[config.mk]
export PLATFORM = sky130hd
export DESIGN_NAME = chan_ctl
export DESIGN_NICKNAME = d
export VERILOG_FILES = /design/src/rtl/chan_ctl_pkg.sv /design/src/rtl/chan_cmd_queue.sv /design/src/rtl/chan_flags.sv /design/src/rtl/chan_ctl.sv
export SDC_FILE = /design/constraint.sdc
export NUM_CORES = 1
export LEC_CHECK = 0
export ABC_AREA = 1
export BUFFER_PORTS_ARGS = -buffer_cell sky130_fd_sc_hd__buf_2
export CAP_MARGIN = 20
export CORE_MARGIN = 1.5
export CORE_UTILIZATION = 58
export CTS_BUF_LIST = sky130_fd_sc_hd__clkbuf_8
export CTS_CLUSTER_SIZE = 28
export DETAILED_ROUTE_END_ITERATION = 16
export PLACE_DENSITY = 0.88
export SYNTH_ARGS = -nofsm -noshare
export SYNTH_HDL_FRONTEND = slang
export SYNTH_SLANG_ARGS = --single-unit
[constraint.sdc]
create_clock -name clk_i -period 3.6 [get_ports clk_i]
set_input_delay 0.54 -clock clk_i [delete_from_list [all_inputs] [get_ports clk_i]]
set_output_delay 0.54 -clock clk_i [all_outputs]
set_load 0.01 [all_outputs]
[src/rtl/chan_ctl_pkg.sv]
package chan_ctl_pkg;
  localparam int LVL_W  = 3;
  localparam int ERR_N  = 6;
  localparam int CONO_W = 12;
  localparam int CONI_W = 18;

  // control write bit positions
  localparam int C_CLR_DONE = 3;
  localparam int C_STOP     = 4;
  localparam int C_ATE      = 5;
  localparam int C_DEL_SEC  = 6;
  localparam int C_LIST_RST = 7;
  localparam int C_BUS_EN   = 8;
  localparam int C_CLR_XFER = 9;
  localparam int C_RESET    = 10;
  localparam int C_CLR_RAE  = 11;

  // status word bit positions
  localparam int S_DONE  = 3;
  localparam int S_PFULL = 4;
  localparam int S_ATE   = 5;
  localparam int S_SFULL = 6;
  localparam int S_ATTN  = 7;
  localparam int S_BUSEN = 8;
  localparam int S_RAE   = 11;

  function automatic int err_pos(input int i);
    case (i)
      0:       return 9;
      1:       return 12;
      2:       return 14;
      3:       return 15;
      4:       return 16;
      default: return 17;
    endcase
  endfunction
endpackage

[src/rtl/chan_cmd_queue.sv]
module chan_cmd_queue #(
  parameter int CMD_W = 36
) (
  input  logic             clk_i,
  input  logic             rst_ni,
  input  logic             clr_i,
  input  logic             wr_i,
  input  logic [CMD_W-1:0] wr_data_i,
  input  logic             cmpl_i,
  input  logic             del_i,
  output logic             prim_full_o,
  output logic             sec_full_o,
  output logic             drop_o,
  output logic             start_o,
  output logic [CMD_W-1:0] start_cmd_o
);
  logic             prim_q, sec_q, start_q;
  logic [CMD_W-1:0] prim_cmd_q, sec_cmd_q;
  logic             prim_d, sec_d, start_d, drop_d;
  logic [CMD_W-1:0] prim_cmd_d, sec_cmd_d;

  // order: completion, delete, then placement of the new write
  always_comb begin
    prim_d     = prim_q;
    sec_d      = sec_q;
    prim_cmd_d = prim_cmd_q;
    sec_cmd_d  = sec_cmd_q;
    start_d    = 1'b0;
    drop_d     = 1'b0;
    if (clr_i) begin
      prim_d = 1'b0;
      sec_d  = 1'b0;
    end else begin
      if (cmpl_i && prim_q) begin
        if (sec_q) begin
          prim_cmd_d = sec_cmd_q;
          sec_d      = 1'b0;
          start_d    = 1'b1;
        end else begin
          prim_d = 1'b0;
        end
      end
      if (del_i) sec_d = 1'b0;
      if (wr_i) begin
        if (!prim_d) begin
          prim_cmd_d = wr_data_i;
          prim_d     = 1'b1;
          start_d    = 1'b1;
        end else if (!sec_d) begin
          sec_cmd_d = wr_data_i;
          sec_d     = 1'b1;
        end else begin
          drop_d = 1'b1;
        end
      end
    end
  end

  always_ff @(posedge clk_i or negedge rst_ni) begin
    if (!rst_ni) begin
      prim_q     <= 1'b0;
      sec_q      <= 1'b0;
      start_q    <= 1'b0;
      prim_cmd_q <= '0;
      sec_cmd_q  <= '0;
    end else begin
      prim_q     <= prim_d;
      sec_q      <= sec_d;
      start_q    <= start_d;
      prim_cmd_q <= prim_cmd_d;
      sec_cmd_q  <= sec_cmd_d;
    end
  end

  assign prim_full_o = prim_q;
  assign sec_full_o  = sec_q;
  assign drop_o      = drop_d;
  assign start_o     = start_q;
  assign start_cmd_o = prim_cmd_q;

  p_sec_behind_prim_r4: assert property (@(posedge clk_i) disable iff (!rst_ni)
    sec_q |-> prim_q);
  p_start_has_cmd_r3: assert property (@(posedge clk_i) disable iff (!rst_ni)
    start_o |-> prim_q);
  p_promote_r6: assert property (@(posedge clk_i) disable iff (!rst_ni)
    (cmpl_i && prim_q && sec_q && !clr_i) |=> (start_q && prim_q));
  p_write_empty_starts_r3: assert property (@(posedge clk_i) disable iff (!rst_ni)
    (wr_i && !prim_q && !clr_i) |=> (start_q && prim_q));
endmodule

[src/rtl/chan_flags.sv]
module chan_flags
  import chan_ctl_pkg::*;
(
  input  logic             clk_i,
  input  logic             rst_ni,
  input  logic             clr_i,
  input  logic             ld_i,
  input  logic [LVL_W-1:0] lvl_i,
  input  logic             ate_i,
  input  logic             ben_i,
  input  logic             clr_done_i,
  input  logic             clr_xfer_i,
  input  logic             clr_rae_i,
  input  logic             done_set_i,
  input  logic [ERR_N-1:0] err_i,
  input  logic             rae_set_i,
  input  logic             attn_i,
  output logic             done_o,
  output logic             ate_o,
  output logic             ben_o,
  output logic [LVL_W-1:0] lvl_o,
  output logic             attn_o,
  output logic [ERR_N-1:0] err_o,
  output logic             rae_o,
  output logic             irq_o
);
  logic             done_q, ate_q, ben_q, attn_q, rae_q;
  logic [LVL_W-1:0] lvl_q;
  logic [ERR_N-1:0] err_q;

  always_ff @(posedge clk_i or negedge rst_ni) begin
    if (!rst_ni) begin
      done_q <= 1'b0;
      ate_q  <= 1'b0;
      ben_q  <= 1'b0;
      lvl_q  <= '0;
      rae_q  <= 1'b0;
    end else if (clr_i) begin
      done_q <= 1'b0;
      ate_q  <= 1'b0;
      ben_q  <= 1'b0;
      lvl_q  <= '0;
      rae_q  <= 1'b0;
    end else begin
      if (done_set_i)      done_q <= 1'b1;
      else if (clr_done_i) done_q <= 1'b0;
      if (rae_set_i)       rae_q  <= 1'b1;
      else if (clr_rae_i)  rae_q  <= 1'b0;
      if (ld_i) begin
        lvl_q <= lvl_i;
        ate_q <= ate_i;
        ben_q <= ben_i;
      end
    end
  end

  always_ff @(posedge clk_i or negedge rst_ni) begin
    if (!rst_ni) attn_q <= 1'b0;
    else         attn_q <= attn_i;
  end

  for (genvar g = 0; g < ERR_N; g++) begin : g_err
    always_ff @(posedge clk_i or negedge rst_ni) begin
      if (!rst_ni)         err_q[g] <= 1'b0;
      else if (clr_i)      err_q[g] <= 1'b0;
      else if (err_i[g])   err_q[g] <= 1'b1;
      else if (clr_xfer_i) err_q[g] <= 1'b0;
    end
  end

  assign irq_o  = (lvl_q != '0) && (done_q || (attn_q && ate_q));
  assign done_o = done_q;
  assign ate_o  = ate_q;
  assign ben_o  = ben_q;
  assign lvl_o  = lvl_q;
  assign attn_o = attn_q;
  assign err_o  = err_q;
  assign rae_o  = rae_q;

  p_clr_done_r10: assert property (@(posedge clk_i) disable iff (!rst_ni)
    (clr_done_i && !done_set_i) |=> !done_q);
  p_rae_kept_r9: assert property (@(posedge clk_i) disable iff (!rst_ni)
    (clr_xfer_i && !clr_rae_i && !clr_i) |=> (rae_q || !$past(rae_q)));
  p_reset_clears_r12: assert property (@(posedge clk_i) disable iff (!rst_ni)
    clr_i |=> (!done_q && !ate_q && !ben_q && lvl_q == '0 && err_q == '0 && !rae_q));
endmodule

[src/rtl/chan_ctl.sv]
module chan_ctl
  import chan_ctl_pkg::*;
#(
  parameter int CMD_W = 36
) (
  input  logic              clk_i,
  input  logic              rst_ni,
  input  logic              cono_we_i,
  input  logic [CONO_W-1:0] cono_data_i,
  input  logic              stcr_we_i,
  input  logic [CMD_W-1:0]  stcr_data_i,
  input  logic              xfer_done_i,
  input  logic [ERR_N-1:0]  err_i,
  input  logic              attn_i,
  output logic [CONI_W-1:0] coni_o,
  output logic              irq_o,
  output logic [LVL_W-1:0]  irq_lvl_o,
  output logic              start_o,
  output logic [CMD_W-1:0]  start_cmd_o,
  output logic              stop_o,
  output logic              list_rst_o
);
  logic ctl_rst, ctl_ld;
  logic prim_full, sec_full, drop;
  logic done, ate, ben, attn, rae;
  logic [LVL_W-1:0] lvl;
  logic [ERR_N-1:0] errs;
  logic stop_q, list_q;

  assign ctl_rst = cono_we_i & cono_data_i[C_RESET];
  assign ctl_ld  = cono_we_i & ~cono_data_i[C_RESET];

  chan_cmd_queue #(.CMD_W(CMD_W)) u_queue (
    .clk_i       (clk_i),
    .rst_ni      (rst_ni),
    .clr_i       (ctl_rst),
    .wr_i        (stcr_we_i),
    .wr_data_i   (stcr_data_i),
    .cmpl_i      (xfer_done_i),
    .del_i       (ctl_ld & cono_data_i[C_DEL_SEC]),
    .prim_full_o (prim_full),
    .sec_full_o  (sec_full),
    .drop_o      (drop),
    .start_o     (start_o),
    .start_cmd_o (start_cmd_o)
  );

  chan_flags u_flags (
    .clk_i      (clk_i),
    .rst_ni     (rst_ni),
    .clr_i      (ctl_rst),
    .ld_i       (ctl_ld),
    .lvl_i      (cono_data_i[LVL_W-1:0]),
    .ate_i      (cono_data_i[C_ATE]),
    .ben_i      (cono_data_i[C_BUS_EN]),
    .clr_done_i (ctl_ld & cono_data_i[C_CLR_DONE]),
    .clr_xfer_i (ctl_ld & cono_data_i[C_CLR_XFER]),
    .clr_rae_i  (ctl_ld & cono_data_i[C_CLR_RAE]),
    .done_set_i (xfer_done_i & prim_full & ~ctl_rst),
    .err_i      (err_i),
    .rae_set_i  (drop),
    .attn_i     (attn_i),
    .done_o     (done),
    .ate_o      (ate),
    .ben_o      (ben),
    .lvl_o      (lvl),
    .attn_o     (attn),
    .err_o      (errs),
    .rae_o      (rae),
    .irq_o      (irq_o)
  );

  always_ff @(posedge clk_i or negedge rst_ni) begin
    if (!rst_ni) begin
      stop_q <= 1'b0;
      list_q <= 1'b0;
    end else begin
      stop_q <= ctl_ld & cono_data_i[C_STOP];
      list_q <= ctl_ld & cono_data_i[C_LIST_RST];
    end
  end

  assign stop_o     = stop_q;
  assign list_rst_o = list_q;
  assign irq_lvl_o  = lvl;

  always_comb begin
    coni_o              = '0;
    coni_o[LVL_W-1:0]   = lvl;
    coni_o[S_DONE]      = done;
    coni_o[S_PFULL]     = prim_full;
    coni_o[S_ATE]       = ate;
    coni_o[S_SFULL]     = sec_full;
    coni_o[S_ATTN]      = attn;
    coni_o[S_BUSEN]     = ben;
    coni_o[S_RAE]       = rae;
    for (int i = 0; i < ERR_N; i++) coni_o[err_pos(i)] = errs[i];
  end

  p_drop_sets_rae_r5: assert property (@(posedge clk_i) disable iff (!rst_ni)
    drop |=> coni_o[S_RAE]);
  p_full_drop_r5: assert property (@(posedge clk_i) disable iff (!rst_ni)
    (stcr_we_i && prim_full && sec_full && !xfer_done_i && !ctl_rst &&
     !(ctl_ld && cono_data_i[C_DEL_SEC])) |=> (coni_o[S_RAE] && !start_o));
  p_done_on_cmpl_r6: assert property (@(posedge clk_i) disable iff (!rst_ni)
    (xfer_done_i && prim_full && !ctl_rst) |=> coni_o[S_DONE]);
  p_reset_queue_r12: assert property (@(posedge clk_i) disable iff (!rst_ni)
    ctl_rst |=> (!coni_o[S_PFULL] && !coni_o[S_SFULL] && !start_o && !stop_o));
endmodule

==> impl_metrics.env, run 1 <==
export IMPL_status="completed"
export IMPL_gp_congestion=0.809
export IMPL_skew_ns=0.00658
export IMPL_period_share=0.562
export IMPL_viasPerCell=5.24
export IMPL_fp_dieH_microns=88.7
export IMPL_hold_buffers=0
export IMPL_clkSinkCount=91
export IMPL_htree_levels=3
export IMPL_clk_pin_slew_ns=0.08
export IMPL_postCtsResizedCells=0
export IMPL_tns_ns=0
export IMPL_start_util=0.594
export IMPL_ys_ff_latch=91
export IMPL_cts_tree="yes"
export IMPL_fin_util=0.676
export IMPL_antenna_left=0
export IMPL_worstSetupPathType="reg2reg"
export IMPL_min_period_ns=2.02
export IMPL_ios=121
export IMPL_first_iter_violations=320
export IMPL_area_delta_synth_final_pct=13.8
export IMPL_layout_commonest_cell="nand2_1"
export IMPL_fp_row_count=31
export IMPL_n_antenna_cell=0
export IMPL_cts_made_buffers=9
export IMPL_clock_fmax_ghz=0.495
export IMPL_slew_viol_final=0
export IMPL_grt_overflow=0
export IMPL_p_leak_nw=2.84
export IMPL_met1_usage=0.336
export IMPL_drive_gt1_frac=0.246
export IMPL_pwr_share_clk=0.207
export IMPL_ir_drop_mv=0.263
export IMPL_ys_seq_area_frac=0.534
export IMPL_rsz0062_at_grt="false"
export IMPL_synth_cells=516
export IMPL_ys_top_cells_by_area="dfrtp_1 53%, nand2_1 23%, nand3_1 8.7%, buf_4 3.9%, buf_6 2.1%"
export IMPL_seqPwrFrac=0.511
export IMPL_dieWidth_microns=88.7
export IMPL_grtUsageMet3=0.0429
export IMPL_min_path_type="in2async"
export IMPL_final_hold_violation_count=0
export IMPL_critPathLaunchType="flip-flop"
export IMPL_first_pass_iters=5
export IMPL_io_buffers=118
export IMPL_cts_root_buf="clkbuf_8"
export IMPL_holdWs_ns=0.140
export IMPL_dp_slack_ns=1.21
export IMPL_place_hpwl_microns=6370
export IMPL_layout_common_cells="261 x nand2_1, 117 x buf_2, 91 x dfrtp_1"
export IMPL_pwr_density_cell_nw_per_um2=587
export IMPL_grtUsageMet2=0.408
export IMPL_yosysWarnings=0
export IMPL_cp_end_kind="flip-flop"
export IMPL_slew_limit_headroom=0.432
export IMPL_grt_pass1_vias=3327
export IMPL_yosys_area_top_type="dfrtp_1"
export IMPL_clk_path_buf_depth=2
export IMPL_p_comb_frac=0.281
export IMPL_track_usage=0.250
export IMPL_num_vias=3733
export IMPL_grt_first_pass_wirelength_microns=15200
export IMPL_worst_skew_pair_late_latency_ns=0.35
export IMPL_wire_per_inst_microns=13.4
export IMPL_grt_max_degree=92
export IMPL_ys_types=22
export IMPL_max_cap_violations=0
export IMPL_syn_avg_cell_area_sq_um=8.26
export IMPL_core_area_sq_um=7180
export IMPL_drt_total_wl_microns=9510
export IMPL_drc=0
export IMPL_grt_busiest_layer="met2"
export IMPL_tightestPinTransition_ns=0.849
export IMPL_synth_top_cell_area_share=0.534
export IMPL_layout_setup_ws_ns=1.58
export IMPL_r2r_cells=8
export IMPL_netlist_area_sq_um=4260
export IMPL_antenna_found_initial=0
export IMPL_post_cts_buffers=0
export IMPL_dieArea_sq_um=7870
export IMPL_switching_share=0.342
export IMPL_fin_nets=669
export IMPL_critPathMaxFanout=38
export IMPL_required_ns=3.83
export IMPL_p_int_w=0.00187
export IMPL_crit_arrival_ns=2.25
export IMPL_finalSetupViolCount=0
export IMPL_p_switching_w=0.000974
[flip-flops by register name (all words and copies together), names as in the netlist, 3 cells and up]
| register | flops |
|---|---|
| u_queue.start_cmd_o | 36 |
| u_queue.sec_cmd_q | 36 |
| u_flags.lvl_o | 3 |
| u_flags.err_o | 6 |
[worst paths after layout]
path                                                end  slack, ns            startpoint
worst max-delay path              u_queue.sec_cmd_q[16]       1.58    u_queue.sec_full_o
worst min-delay path            u_queue.start_cmd_o[20]       0.14                rst_ni
worst max register to register    u_queue.sec_cmd_q[16]       1.58    u_queue.sec_full_o
worst min register to register     u_queue.sec_cmd_q[4]       0.47  u_queue.sec_cmd_q[4]
max in group asynchronous         u_queue.sec_cmd_q[34]       2.83                rst_ni
min in group clk_i                       u_flags.attn_o       0.30                attn_i
[critical path, stage by stage, from the launching register on]
cell	delay [ns]
dfrtp_1	0.45
inv_2	0.04
nand2_1	0.07
nand2_2	0.08
buf_4	0.27
nor2_4	0.44
nand2_4	0.34
nand2_1	0.15
nand2_1	0.07
[layout make-up]
type	instances	area, sq um
clock buffers	10	138
clock inverters	5	22.5
fillers	610	2320
inverters	11	41.3
multi-input cells	374	1610
flip-flops and latches	91	2280
well taps	99	124
repair buffers	122	643
[kinds of logic (layout without fill, tap and decap cells)]
logic type,after synthesis,in the layout,synth area share
AO/OA/AOI/OAI,18,18,0.0264
buffers and inverters,52,148,0.0901
flip-flops,91,91,0.534
other,1,2,0.000880
AND/OR/NAND/NOR,354,354,0.348
[through the flow]
stage,area [sq um],total power (W),std cells
2_1_floorplan,4270,0.00200,517
3_3_place_gp,4660,0.00223,696
3_5_place_dp,4660,0.00228,696
4_1_cts,4820,0.00286,711
5_1_grt,4850,0.00305,712
6_report,4850,0.00285,712
[synth_stat cells]
| cell type | number |
|---|---|
| nand2_1 | 261 |
| dfrtp_1 | 91 |
| nand3_1 | 74 |
| buf_4 | 22 |
| a21oi_1 | 8 |
| buf_6 | 8 |
| inv_1 | 8 |
| nor2_1 | 8 |
| buf_2 | 6 |
| o21ai_0 | 6 |
| nand2_2 | 5 |
| inv_2 | 3 |
| nand2_4 | 3 |
| a22o_1 | 2 |
| buf_1 | 2 |
| buf_8 | 2 |
| nor2_4 | 2 |
| a21oi_4 | 1 |
| a31o_2 | 1 |
| buf_12 | 1 |
| conb_1 | 1 |
| nand3_4 | 1 |
[per-layer routing]
layer  vias up  wire [microns]
li1       1788               -
met1      1737            3920
met2       193            4720
met3        15             734
met4         0             141
met5         -               0
[power by group through the flow]
| stage | sequential, W | clock, W | combinational (W) |
|---|---|---|---|
| CTS | 0.00146 | 0.000599 | 0.000807 |
| detailed placement | 0.00147 | 0 | 0.000804 |
| finish | 0.00146 | 0.000590 | 0.000801 |
| global placement | 0.00146 | 0 | 0.000778 |
| floorplan | 0.00152 | 0 | 0.000478 |
| global route | 0.00149 | 0.000641 | 0.000920 |
Power figures use the tool's default switching activity.
==> run 2: changes to the inputs <==
Settings changed: CORE_UTILIZATION 58 to 49, PLACE_DENSITY 0.88 to 0.79.
Clock period 3.6 ns to 1.6 ns, I/O delays scaled along.
==> run 2 against run 1 <==
  * Clock power grew to 2.6 times the previous value
  * Fmax grew 38%
  * Worst hold slack lost 0.051 ns
  * Sequential share of layout area shrank 1.4 points
  * Flip-flop and latch count is the same
  * Core utilization shrank 7.7 points
  * Die area grew 18%
  * Clock skew grew 0.0058 ns
  * Design area grew 3.0%
  * Combinational power grew 130%
  * Worst setup slack lost 1.4 ns
  * Largest power group unchanged
  * Sequential power grew 120%
  * Critical path type unchanged
==> impl_metrics.env, run 2 (same netlist as run 1, synthesis figures left out) <==
export IMPL_fp_row_count=33
export IMPL_drt_total_wl_microns=9920
export IMPL_slowest_delay_ns=0.46
export IMPL_min_period_ns=1.46
export IMPL_r2r_cells=8
export IMPL_clkSinkCount=91
export IMPL_dieArea_sq_um=9270
export IMPL_worst_skew_pair_late_latency_ns=0.35
export IMPL_crit_family="simple AND/OR/NAND/NOR gates"
export IMPL_dp_cells=714
export IMPL_layout_commonest_cell="nand2_1"
export IMPL_htree_levels=3
export IMPL_grt_overflow=0
export IMPL_viasPerCell=5.09
export IMPL_gp_congestion=0.851
export IMPL_p_leak_nw=2.90
export IMPL_status="completed"
export IMPL_crit_chain="inv_2, nand2_1, nand2_2, nand2_4, nand2_2, nand2_4, nand2_1, nand2_1"
export IMPL_pwr_density_cell_nw_per_um2=1340
export IMPL_antenna_left=0
export IMPL_worst_r2r_startpoint="u_queue.sec_full_o"
export IMPL_critPathMostFrequentCell="nand2_1"
export IMPL_io_buffers=118
export IMPL_layout_common_cells="261 x nand2_1, 117 x buf_2, 91 x dfrtp_1"
export IMPL_drc=0
export IMPL_worst_r2r_endpoint="u_queue.start_cmd_o[16]"
export IMPL_worstSetupEndpoint="u_queue.start_cmd_o[16]"
export IMPL_max_cap_violations=0
export IMPL_antenna_found_initial=0
export IMPL_crit_path_start="u_queue.sec_full_o"
export IMPL_num_vias=3718
export IMPL_clk_pin_slew_ns=0.08
export IMPL_slew_viol_final=0
export IMPL_rrSetupSlack_ns=0.14
export IMPL_skew_ns=0.0124
export IMPL_fin_nets=682
export IMPL_clock_fmax_ghz=0.683
export IMPL_rsz0062_at_grt="false"
export IMPL_tns_ns=0
export IMPL_slowest_stage="dfrtp_1"
export IMPL_dieWidth_microns=96.3
export IMPL_cts_tree="yes"
export IMPL_final_cell_count_no_fill=731
export IMPL_drive_gt1_frac=0.262
export IMPL_ir_drop_mv=0.653
export IMPL_worstSetupPathType="reg2reg"
export IMPL_path_buf_inv=1
export IMPL_worst_path_stages=8
export IMPL_fp_dieH_microns=96.3
export IMPL_critPathMaxFanout=36
export IMPL_final_hold_violation_count=0
export IMPL_cp_end_kind="flip-flop"
export IMPL_critPathLaunchType="flip-flop"
export IMPL_place_hpwl_microns=6790
export IMPL_first_pass_iters=5
export IMPL_crit_arrival_ns=1.70
export IMPL_cts_root_buf="clkbuf_8"
export IMPL_min_path_type="in2reg"
export IMPL_core_area_sq_um=8340
export IMPL_required_ns=1.84
export IMPL_cts_made_buffers=9
export IMPL_area_delta_synth_final_pct=17.2
export IMPL_grt_pass1_vias=3578
export IMPL_ios=121
export IMPL_finalSetupViolCount=0
export IMPL_track_usage=0.225
export IMPL_wire_per_inst_microns=13.6
export IMPL_grt_first_pass_wirelength_microns=16000
export IMPL_clk_path_buf_depth=2
export IMPL_first_iter_violations=216
export IMPL_grt_max_degree=38
export IMPL_n_antenna_cell=0
export IMPL_start_util=0.511
export IMPL_period_share=0.915
[run 2: cell types whose count changed in the layout (fill, tap and decap cells not counted), sizes merged, moves of 2 or more]
cell / delta
clkinvlp: +2
inv: -2
buf: +11
clkinv: -2
dlygate4sd3: +2
[run 2: worst min path at each step]
stage / startpoint / slack [ns] / end / cells past startpoint
after floorplan: rst_ni / -0.06 / list_rst_o / 0
after global placement: rst_ni / 0.24 / u_queue.start_cmd_o[31] / 1
after detailed placement: rst_ni / 0.24 / u_queue.start_cmd_o[31] / 1
after CTS: cono_data_i[7] / 0.08 / list_rst_o / 3
after global routing: cono_data_i[4] / 0.09 / stop_o / 3
final: cono_data_i[7] / 0.09 / list_rst_o / 3
[run 2: cell type report]
class / count / area (sq um)
flip-flops and latches: 91 / 2280
clock buffers: 11 / 151
repair buffers: 135 / 738
multi-input cells: 374 / 1610
fillers: 774 / 3350
clock inverters: 4 / 50.0
inverters: 11 / 41.3
well taps: 105 / 131
[run 2: report_power, final]
part           switching [W]  total [W]  internal, W
logic                0.00110    0.00183     0.000734
clock network       0.000767    0.00156     0.000796
registers           0.000346    0.00328      0.00293
total                0.00221    0.00668      0.00446
[run 2: timing repair]
action	CTS	global route
endpoints found under the hold margin	35	0
gates resized for setup	0	0
buffers inserted	0	0
hold buffers	2	0
[run 2: tightest hold or removal path: stages]
cell and delay [ns]:
buf_2 0.09, inv_1 0.04, nor2_1 0.03
[run 2: metrics by stage]
| stage | setup WS [ns] | hold slack, ns | util | total power, W | instance area, sq um |
|---|---|---|---|---|---|
| after floorplan | 0.289 | -0.0556 | - | 0.00450 | 4270 |
| after detailed placement | 0.142 | 0.242 | 0.572 | 0.00517 | 4770 |
| after CTS | 0.125 | 0.0754 | 0.599 | 0.00675 | 4990 |
| after global placement | 0.209 | 0.236 | 0.572 | 0.00509 | 4770 |
| after global routing | 0.0353 | 0.0924 | 0.599 | 0.00716 | 4990 |
| final | 0.136 | 0.0890 | 0.599 | 0.00668 | 4990 |
[run 2: per-layer routing]
| layer | vias up | share of wire | GRT usage |
|---|---|---|---|
| li1 | 1812 | - | - |
| met1 | 1772 | 0.44 | 0.287 |
| met5 | - | 0 | 0 |
| met2 | 120 | 0.49 | 0.390 |
| met4 | 0 | 0.014 | 0.0797 |
| met3 | 14 | 0.055 | 0.0332 |
